===== src/rtl/alu16_isolated.sv =====
module alu16_isolated #(
  parameter int W = 16
) (
  input  logic         clk,
  input  logic         rst,
  input  logic         in_valid,
  input  logic [3:0]   opcode,
  input  logic [W-1:0] op_a,
  input  logic [W-1:0] op_b,
  input  logic         carry_in,
  output logic         out_valid,
  output logic [W-1:0] result,
  output logic         carry_out,
  output logic         zero,
  output logic         overflow,
  output logic [W-1:0] sum_tap
);
  localparam int LV = $clog2(W);

  logic [W-1:0] da, db;
  logic         dc;
  logic         s1_valid;
  logic [3:0]   s1_op;
  logic [W-1:0] xa, xb, la, lb;
  logic         xc;

  always_comb begin
    da = op_a;
    db = op_b;
    dc = 1'b0;
    case (opcode[2:0])
      3'd0: dc = 1'b0;
      3'd1: dc = carry_in;
      3'd2: begin db = ~op_b; dc = 1'b1; end
      3'd3: begin db = ~op_b; dc = ~carry_in; end
      3'd4: begin db = '0; dc = 1'b1; end
      3'd5: begin db = '1; dc = 1'b0; end
      3'd6: begin da = '0; db = ~op_a; dc = 1'b1; end
      default: begin db = ~op_b; dc = 1'b1; end
    endcase
  end

  always_ff @(posedge clk) begin
    if (rst) begin
      s1_valid <= 1'b0;
      s1_op    <= '0;
      xa <= '0; xb <= '0; xc <= 1'b0;
      la <= '0; lb <= '0;
    end else begin
      s1_valid <= in_valid;
      if (in_valid) s1_op <= opcode;
      if (in_valid && !opcode[3]) begin
        xa <= da; xb <= db; xc <= dc;
      end
      if (in_valid && opcode[3]) begin
        la <= op_a; lb <= op_b;
      end
    end
  end

  logic [W-1:0] pr, sum, gk, pk, gn, pn;
  logic [W:0]   cy;
  logic         ovf;

  assign pr = xa ^ xb;

  always_comb begin
    gk = xa & xb;
    gk[0] = gk[0] | (pr[0] & xc);
    pk = pr;
    for (int l = 0; l < LV; l++) begin
      gn = gk;
      pn = pk;
      for (int i = 0; i < W; i++) begin
        if (i >= (1 << l)) begin
          gn[i] = gk[i] | (pk[i] & gk[i - (1 << l)]);
          pn[i] = pk[i] & pk[i - (1 << l)];
        end
      end
      gk = gn;
      pk = pn;
    end
  end

  assign cy      = {gk, xc};
  assign sum     = pr ^ cy[W-1:0];
  assign ovf     = cy[W] ^ cy[W-1];
  assign sum_tap = sum;

  logic [W-1:0] l_and, l_or, l_xor, lres;
  assign l_and = la & lb;
  assign l_or  = la | lb;
  assign l_xor = la ^ lb;

  always_comb begin
    case (s1_op[2:0])
      3'd0: lres = l_and;
      3'd1: lres = l_or;
      3'd2: lres = l_xor;
      3'd3: lres = ~la;
      3'd4: lres = ~l_and;
      3'd5: lres = ~l_or;
      3'd6: lres = ~l_xor;
      default: lres = la;
    endcase
  end

  always_ff @(posedge clk) begin
    if (rst) begin
      out_valid <= 1'b0;
      result    <= '0;
      carry_out <= 1'b0;
      zero      <= 1'b0;
      overflow  <= 1'b0;
    end else begin
      out_valid <= s1_valid;
      if (s1_valid) begin
        if (s1_op[3]) begin
          result    <= lres;
          carry_out <= 1'b0;
          overflow  <= 1'b0;
          zero      <= (lres == '0);
        end else begin
          if (s1_op != 4'd7) result <= sum;
          carry_out <= cy[W];
          overflow  <= ovf;
          zero      <= (sum == '0);
        end
      end
    end
  end
endmodule


===== config.mk =====
export PLATFORM = sky130hd
export DESIGN_NAME = alu16_isolated
export DESIGN_NICKNAME = d
export VERILOG_FILES = /design/src/rtl/alu16_isolated.sv
export SDC_FILE = /design/constraint.sdc
export NUM_CORES = 1
export LEC_CHECK = 0
export BUFFER_PORTS_ARGS = -buffer_cell sky130_fd_sc_hd__buf_2
export CAP_MARGIN = 30
export CORE_MARGIN = 2
export CORE_UTILIZATION = 54
export CTS_CLUSTER_DIAMETER = 80
export DETAILED_ROUTE_END_ITERATION = 16
export PLACE_DENSITY = 0.76
export SLEW_MARGIN = 20
export SYNTH_ARGS = -nofsm -noshare
export SYNTH_HDL_FRONTEND = slang
export SYNTH_SLANG_ARGS = --single-unit

===== constraint.sdc =====
create_clock -name clk -period 3.62 [get_ports clk]
set_clock_uncertainty 0.2 [all_clocks]
set_input_delay 0.181 -clock clk [delete_from_list [all_inputs] [get_ports clk]]
set_output_delay 0.181 -clock clk [all_outputs]
set_load 0.1 [all_outputs]

==> results of run 1 <==
## Yosys cell counts (all sizes together), types with 2 or more instances
master	count
o22ai	16
and2	4
mux4	15
mux2i	7
inv	58
nand3	7
or4	3
nand2b	8
a22oi	17
o211ai	12
nor2b	8
fa	2
a21oi	72
ha	47
or3	3
o311ai	2
nand3b	3
nand4b	2
and3	3
clkbuf	43
a211oi	5
nor3	3
buf	6
xor2	2
a21o	10
a31oi	4
or2	4
a211o	2
a311oi	18
o21ai	8
xnor2	23
dfxtp	90
nand2	99
nand4	3
nor2	70
## worst paths after layout
kind,start,end,cells after the start
worst max-delay path,xa[0],sum_tap[14],10
worst max register to register,xa[0],zero,10
worst min register to register,result[11],result[11],2
worst min-delay path,carry_in,xc,5
## per-layer routing
layer / share of wire [%] / up-vias / routed length (microns)
met5: 0 / - / 0
met1: 41 / 2595 / 6790
met3: 6.4 / 36 / 1060
met2: 49 / 220 / 8140
met4: 2.9 / 0 / 477
li1: - / 2586 / -
## cells by family after synthesis
kind of cell	share of synthesized area [%]
AND/OR/NAND/NOR	17.7
AO/OA/AOI/OAI	20.5
buffers and inverters	7.23
flip-flops	32.0
adder cells (fa/ha/maj)	11.2
XOR/XNOR	3.89
multiplexers	7.45
## final cells by class
type                       instances  area (sq um)
tap                              136           170
fill                             893          3550
sequential                        90          1800
clock inverter                     4          25.0
inverter                          59           221
clock buffer                      12           165
timing repair buffer             122           836
multi-input combinational        498          3460
## worst register-to-register path: stages, from the launching register on
cell and delay [ps]:
dfxtp_1 380, fa_1 210, inv_1 60, fa_1 420, nand2b_1 190, a21oi_1 190
a21oi_1 80, or4_1 520, or4_1 410, a2111o_1 410, o31ai_2 200
## state kept, by name, summed over array words and instances (netlist names), 4 cells and up
signal,flops
s1_op,4
xa,16
xb,16
lb,16
result,16
la,16
## per-stage QoR
| step | cells | worst slack [ps] |
|---|---|---|
| after floorplan | 696 | -103 |
| after global placement | 867 | 395 |
| after detailed placement | 869 | 311 |
| after CTS | 921 | 30.3 |
| after global routing | 921 | 29.1 |
| final | 921 | 157 |
## power groups by stage
stage | logic, mW | registers, mW | clock network (mW)
after floorplan | 0.495 | 1.16 | 0
after global placement | 0.701 | 1.10 | 0
after detailed placement | 0.722 | 1.10 | 0
after CTS | 0.754 | 1.08 | 0.685
after global routing | 0.809 | 1.09 | 0.733
final | 0.761 | 1.08 | 0.674
## what timing repair did
item | CTS | global route
endpoints found under the hold margin | 52 | 0
hold buffers | 36 | 0
setup endpoints to repair | 0 | 1
gates resized for setup | 0 | 2
==> results_tabular.tex, run 1 <==
\begin{tabular}{lr}
\hline
Metric & Value \\
\hline
\multicolumn{2}{l}{\textbf{Layout}} \\
Most frequent cells in the layout & nand2\_1 (99), dfxtp\_1 (90), buf\_2 (74) \\
Antenna Cells & 0 \\
Final layout net count & 869 \\
Area Growth Syn to Fin & 18.8\% \\
Most frequent standard cell in the layout excluding fill and tap cells & nand2\_1 \\
End-of-flow core utilization & 65.3\% \\
Final design area excluding fillers & 6680 sq um \\
Ratio of cells with drive above 1 in the final layout & 17.1\% \\
\multicolumn{2}{l}{\textbf{Clock tree}} \\
Insertion delay of the later-clocked pin in the worst-skew pair & 380 ps \\
TritonCTS clock tree & yes \\
CTS buffer count & 9 \\
Clock tree sinks & 90 \\
Cell at the root of the clock tree & clkbuf\_8 \\
Clock Pin Slew Worst Setup and Hold Paths & 80 ps \\
Buffers from clock root to sink, at most & 2 \\
Setup repair bufs after CTS & 0 \\
H-tree lvl count & 3 \\
\multicolumn{2}{l}{\textbf{Yosys}} \\
Number of distinct library cell variants in the gate-level netlist after synthesis & 54 \\
Yosys warning count & 0 \\
Area share of the largest cell type after synthesis & 32.0\% \\
Number of enable flip-flop cells after synthesis & 0 \\
Post-synth top area cell & dfxtp\_1 \\
Synth Net Count & 785 \\
Synth async-reset ratio & 0\% \\
Post-synthesis sequential area ratio & 32.0\% \\
Synthesized netlist cell count & 696 \\
Number of flip-flops and latches in the synthesized netlist & 90 \\
Synth Area per Inst & 8.08 sq um \\
Netlist area before placement & 5620 sq um \\
Leading register cell type out of synthesis & dfxtp\_1 \\
Cell types occupying the most area after synthesis & dfxtp\_1 (32\%), ha\_1 (10\%), nand2\_1 (6.6\%) \\
\multicolumn{2}{l}{\textbf{Detailed routing}} \\
Number of vias per cell after detailed routing & 5.90 \\
Detailed-route via count & 5437 \\
Drt wl/cell & 17.9 microns \\
Number of design-rule violations left by the first detailed-router iteration & 420 \\
Total iterations of the first detailed-routing run & 5 \\
Total Routed Length & 16500 microns \\
Residual DRC & 0 \\
Remaining number of nets flagged by the antenna check after routing & 0 \\
\multicolumn{2}{l}{\textbf{STA}} \\
FMAX & 0.289 GHz \\
Final-report setup violation count & 0 \\
Final-report hold violation count & 0 \\
Worst slack on hold paths & 88.7 ps \\
Final critical-path share of the clock period & 95.7\% \\
Relative max-transition margin & 37.7\% \\
Number of max-slew violations in the final report & 0 \\
Unrepaired setup endpoints after global routing & no \\
Period minus WS final & 3460 ps \\
Worst slew pin tran & 935 ps \\
Final sum of negative setup slack & 0 ps \\
\multicolumn{2}{l}{\textbf{Setup path}} \\
Data arrival, critical path & 3080 ps \\
Ordered cell list for the critical path & fa\_1 > inv\_1 > fa\_1 > nand2b\_1 > a21o\_1 > a21o\_2 > o211ai\_1 > nand2\_1 > xnor2\_2 > buf\_4 \\
Crit end category & output port \\
Standard cell with the maximum stage delay on the critical path & fa\_1 \\
Critical path startpoint category & flop \\
Setup CP Type & flop to output port \\
Setup slack of the most critical reg-to-reg path & 300 ps \\
Max stage delay on crit path & 420 ps \\
Req. time, crit path & 3240 ps \\
Buffer and inverter count on the worst path & 2 \\
Largest delay share family, worst path & compound AO/OA/AOI/OAI gates \\
Highest net fanout along the worst path & 4 \\
Cell repeated most along the worst path & fa\_1 \\
\multicolumn{2}{l}{\textbf{Global routing}} \\
GRT Overall Usage & 29.6\% \\
Wire length of the first global-routing pass & 25900 microns \\
Routing usage on met2 & 50.4\% \\
Vias in the first global route & 5218 \\
Gr busiest metal & met2 \\
Global route total overflow & 0 \\
Pin count of the biggest net entering global routing & 91 \\
Number of antenna violations at the first check in global routing & 0 \\
Met3 usage & 4.60\% \\
Global-route met1 utilization & 37.7\% \\
\multicolumn{2}{l}{\textbf{Power}} \\
Sw Pwr & 0.945 mW \\
Pwr/cell area & 376 nW/um\^{}2 \\
Maximum VDD drop & 0.199 mV \\
Design Power & 2.51 mW \\
Clock network power share & 26.8\% \\
Share of total power consumed by net switching & 37.6\% \\
Pleak & 2.91 nW \\
Portion of total power attributed to sequential cells & 42.9\% \\
Combinational cell fraction of total power & 30.3\% \\
Internal power consumption & 1.57 mW \\
\multicolumn{2}{l}{\textbf{Flow run}} \\
\# Max-Cap Violations & 0 \\
\multicolumn{2}{l}{\textbf{Floorplan}} \\
Total die area & 11200 sq um \\
Cell Rows & 37 \\
Effective utilization at floorplan & 55.0\% \\
Die X-Extent & 106 microns \\
Placeable core region & 10200 sq um \\
Vert. Die Dim & 106 microns \\
Total I/O pin count & 76 \\
\multicolumn{2}{l}{\textbf{Placed design}} \\
IO buf count & 75 \\
Sum of net half-perimeters after detailed placement & 12000 microns \\
Placer congestion estimate & 0.923 \\
Placement-stage cell area & 6130 sq um \\
\multicolumn{2}{l}{\textbf{Hold path}} \\
Worst hold-check path type & input port to flop \\
\multicolumn{2}{l}{\textbf{Outcome}} \\
Result of the run & finished clean \\
\hline
\end{tabular}
Power figures use the tool's default switching activity.
==> run 2, diff against run 1 <==
Settings changed: CORE_UTILIZATION 54 to 48, PLACE_DENSITY 0.76 to 0.68, SKIP_LAST_GASP from default to 1.
==> run 2 against run 1 <==
Against the previous run: clock power rose by 38%; first-iteration DRC count decreased by 10%; final cell count is 0.76% higher; sequential power is essentially flat; sequential share of layout area decreased by 0.47 points; core utilization shrank 5.8 points; via count is 1.5% lower.
==> results_tabular.tex, run 2 (same netlist as run 1, synthesis figures left out) <==
\begin{tabular}{lr}
\hline
Metric & Value \\
\hline
\multicolumn{2}{l}{\textbf{Setup path}} \\
Req. time, crit path & 3240 ps (about the same) \\
Cell repeated most along the worst path & fa\_1 \\
Highest net fanout along the worst path & 4 (unchanged) \\
Crit end category & output port \\
Ordered cell list for the critical path & fa\_1 > inv\_1 > fa\_1 > nand2b\_1 > a21o\_1 > a21o\_2 > o211ai\_1 > nand2\_1 > xnor2\_2 > clkbuf\_4 \\
Buffer and inverter count on the worst path & 2 (unchanged) \\
Standard cell with the maximum stage delay on the critical path & fa\_1 \\
Largest delay share family, worst path & compound AO/OA/AOI/OAI gates \\
Critical path startpoint category & flop \\
Setup CP Type & flop to output port \\
Max stage delay on crit path & 400 ps (-20 ps) \\
Data arrival, critical path & 3050 ps (-30 ps) \\
\multicolumn{2}{l}{\textbf{Floorplan}} \\
Vert. Die Dim & 112 microns (+5.8\%) \\
Effective utilization at floorplan & 49.2\% (-5.7 points) \\
Total die area & 12600 sq um (+12\%) \\
Placeable core region & 11400 sq um (+12\%) \\
Cell Rows & 39 (+5.4\%) \\
Total I/O pin count & 76 (unchanged) \\
Die X-Extent & 112 microns (+5.8\%) \\
\multicolumn{2}{l}{\textbf{Detailed routing}} \\
Remaining number of nets flagged by the antenna check after routing & 0 (unchanged) \\
Number of vias per cell after detailed routing & 5.77 (-2.3\%) \\
Total iterations of the first detailed-routing run & 7 (+2) \\
Drt wl/cell & 17.7 microns (-0.86\%) \\
Total Routed Length & 16400 microns (-0.10\%) \\
Residual DRC & 0 (unchanged) \\
Number of design-rule violations left by the first detailed-router iteration & 376 (-10\%) \\
Detailed-route via count & 5355 (-1.5\%) \\
\multicolumn{2}{l}{\textbf{Layout}} \\
Most frequent standard cell in the layout excluding fill and tap cells & nand2\_1 \\
Ratio of cells with drive above 1 in the final layout & 17.1\% (unchanged) \\
Area Growth Syn to Fin & 20.9\% \\
Most frequent cells in the layout & nand2\_1 (99), dfxtp\_1 (90), buf\_2 (74) \\
Fill cell total of the finished layout & 1033 (+16\%) \\
Final layout net count & 869 (unchanged) \\
Multi-input combinational cell area & 3460 sq um (unchanged) \\
Antenna Cells & 0 (unchanged) \\
End-of-flow core utilization & 59.5\% (-5.8 points) \\
Footprint of the flip-flops and latches & 1800 sq um (unchanged) \\
\multicolumn{2}{l}{\textbf{Global routing}} \\
Global route total overflow & 0 (unchanged) \\
Number of antenna violations at the first check in global routing & 0 (unchanged) \\
GRT Overall Usage & 26.6\% (-3.1 points) \\
Met3 usage & 4.75\% (+0.15 points) \\
Global-route met1 utilization & 35.1\% (-2.6 points) \\
Wire length of the first global-routing pass & 26400 microns (+1.8\%) \\
Gr busiest metal & met2 \\
Vias in the first global route & 5182 (-0.69\%) \\
Pin count of the biggest net entering global routing & 91 (unchanged) \\
Routing usage on met2 & 42.2\% (-8.2 points) \\
\multicolumn{2}{l}{\textbf{Flow run}} \\
\# Max-Cap Violations & 0 (unchanged) \\
\multicolumn{2}{l}{\textbf{Clock tree}} \\
Buffers from clock root to sink, at most & 2 (unchanged) \\
Setup repair bufs after CTS & 0 (unchanged) \\
CTS buffer count & 9 (unchanged) \\
Clock tree sinks & 90 (unchanged) \\
H-tree lvl count & 3 (unchanged) \\
Insertion delay of the later-clocked pin in the worst-skew pair & 360 ps (-20 ps) \\
Cell at the root of the clock tree & clkbuf\_16 \\
TritonCTS clock tree & yes \\
Clock Pin Slew Worst Setup and Hold Paths & 70 ps (about the same) \\
\multicolumn{2}{l}{\textbf{Placed design}} \\
Worst setup timing slack at the placement stage & 322 ps (+10.8 ps) \\
Sum of net half-perimeters after detailed placement & 12000 microns (+0.41\%) \\
IO buf count & 75 (unchanged) \\
Placer congestion estimate & 0.908 (-1.6\%) \\
\multicolumn{2}{l}{\textbf{Power}} \\
Clock network power share & 33.6\% (+6.8 points) \\
Combinational cell fraction of total power & 27.4\% (-2.9 points) \\
Pwr/cell area & 407 nW/um\^{}2 (+8.1\%) \\
Share of total power consumed by net switching & 36.9\% (-0.70 points) \\
Design Power & 2.77 mW (+10\%) \\
Portion of total power attributed to sequential cells & 39.0\% (-3.9 points) \\
Internal power consumption & 1.75 mW (+11\%) \\
Pleak & 2.96 nW (+1.5\%) \\
Sw Pwr & 1.02 mW (+8.0\%) \\
Maximum VDD drop & 0.436 mV (+120\%) \\
\multicolumn{2}{l}{\textbf{STA}} \\
Final critical-path share of the clock period & 94.9\% (-0.76 points) \\
Relative max-transition margin & 36.8\% (-0.92 points) \\
Worst slack on hold paths & 82.7 ps (-5.99 ps) \\
Final sum of negative setup slack & 0 ps (unchanged) \\
Number of max-slew violations in the final report & 0 (unchanged) \\
Worst slew pin tran & 949 ps (+13.8 ps) \\
FMAX & 0.291 GHz (+0.81\%) \\
Fin worst setup slack & 185 ps (+27.7 ps) \\
Final-report setup violation count & 0 (unchanged) \\
Period minus WS final & 3440 ps (-27.7 ps) \\
Final-report hold violation count & 0 (unchanged) \\
Unrepaired setup endpoints after global routing & no \\
\multicolumn{2}{l}{\textbf{Outcome}} \\
Result of the run & finished clean \\
\multicolumn{2}{l}{\textbf{Hold path}} \\
Worst hold-check path type & input port to flop \\
\hline
\end{tabular}
[run 2: cell count changes in the layout (fill, tap and decap cells not counted), sizes merged]
cell,delta
inv,+4
clkbuf,-2
clkinv,-1
buf,-1
[run 2: area by class of cell]
type | count | area share [%]
Tap cell | 143 | 2.63
Inverter | 59 | 3.26
Clock buffer | 9 | 3.31
Sequential cell | 90 | 26.5
Multi-Input combinational cell | 498 | 50.9
Clock inverter | 7 | 0.902
Timing Repair Buffer | 122 | 12.5
[run 2: tightest hold or removal path, stage by stage]
cell and delay (ps):
buf_2 110, nand2b_1 60, a311oi_1 90, a21oi_1 110
nor2_1 40
[run 2: power groups by stage]
| stage | Clock (mW) | Sequential (mW) | Combinational, mW |
|---|---|---|---|
| 2_1_floorplan | 0 | 1.16 | 0.495 |
| 3_3_place_gp | 0 | 1.10 | 0.707 |
| 3_5_place_dp | 0 | 1.10 | 0.723 |
| 4_1_cts | 0.951 | 1.08 | 0.756 |
| 5_1_grt | 0.995 | 1.09 | 0.812 |
| 6_report | 0.929 | 1.08 | 0.759 |
[run 2: per-layer routing]
layer,vias to the layer above,part of all wire [%]
met5,-,0
met2,224,46
li1,2597,-
met1,2491,43
met3,43,6.6
met4,0,4.0
[run 2: worst paths after layout]
check	from	to	slack, ps	depth (start not counted)
setup / recovery	xb[0]	sum_tap[14]	180	10
hold / removal	carry_in	xc	80	5
setup reg to reg	xb[0]	zero	300	10
hold reg to reg	result[8]	result[8]	250	2
[run 2: metrics by stage]
| step | cell area, sq um | std cells |
|---|---|---|
| floorplan | 5660 | 696 |
| global placement | 6100 | 874 |
| detailed placement | 6150 | 876 |
| CTS | 6800 | 928 |
| global route | 6800 | 928 |
| finish | 6800 | 928 |
[run 2: what timing repair did]
item	in CTS	in global routing
resized for setup	0	1
setup endpoints to repair	0	1
hold buffers	36	0
endpoints found under the hold margin	51	0
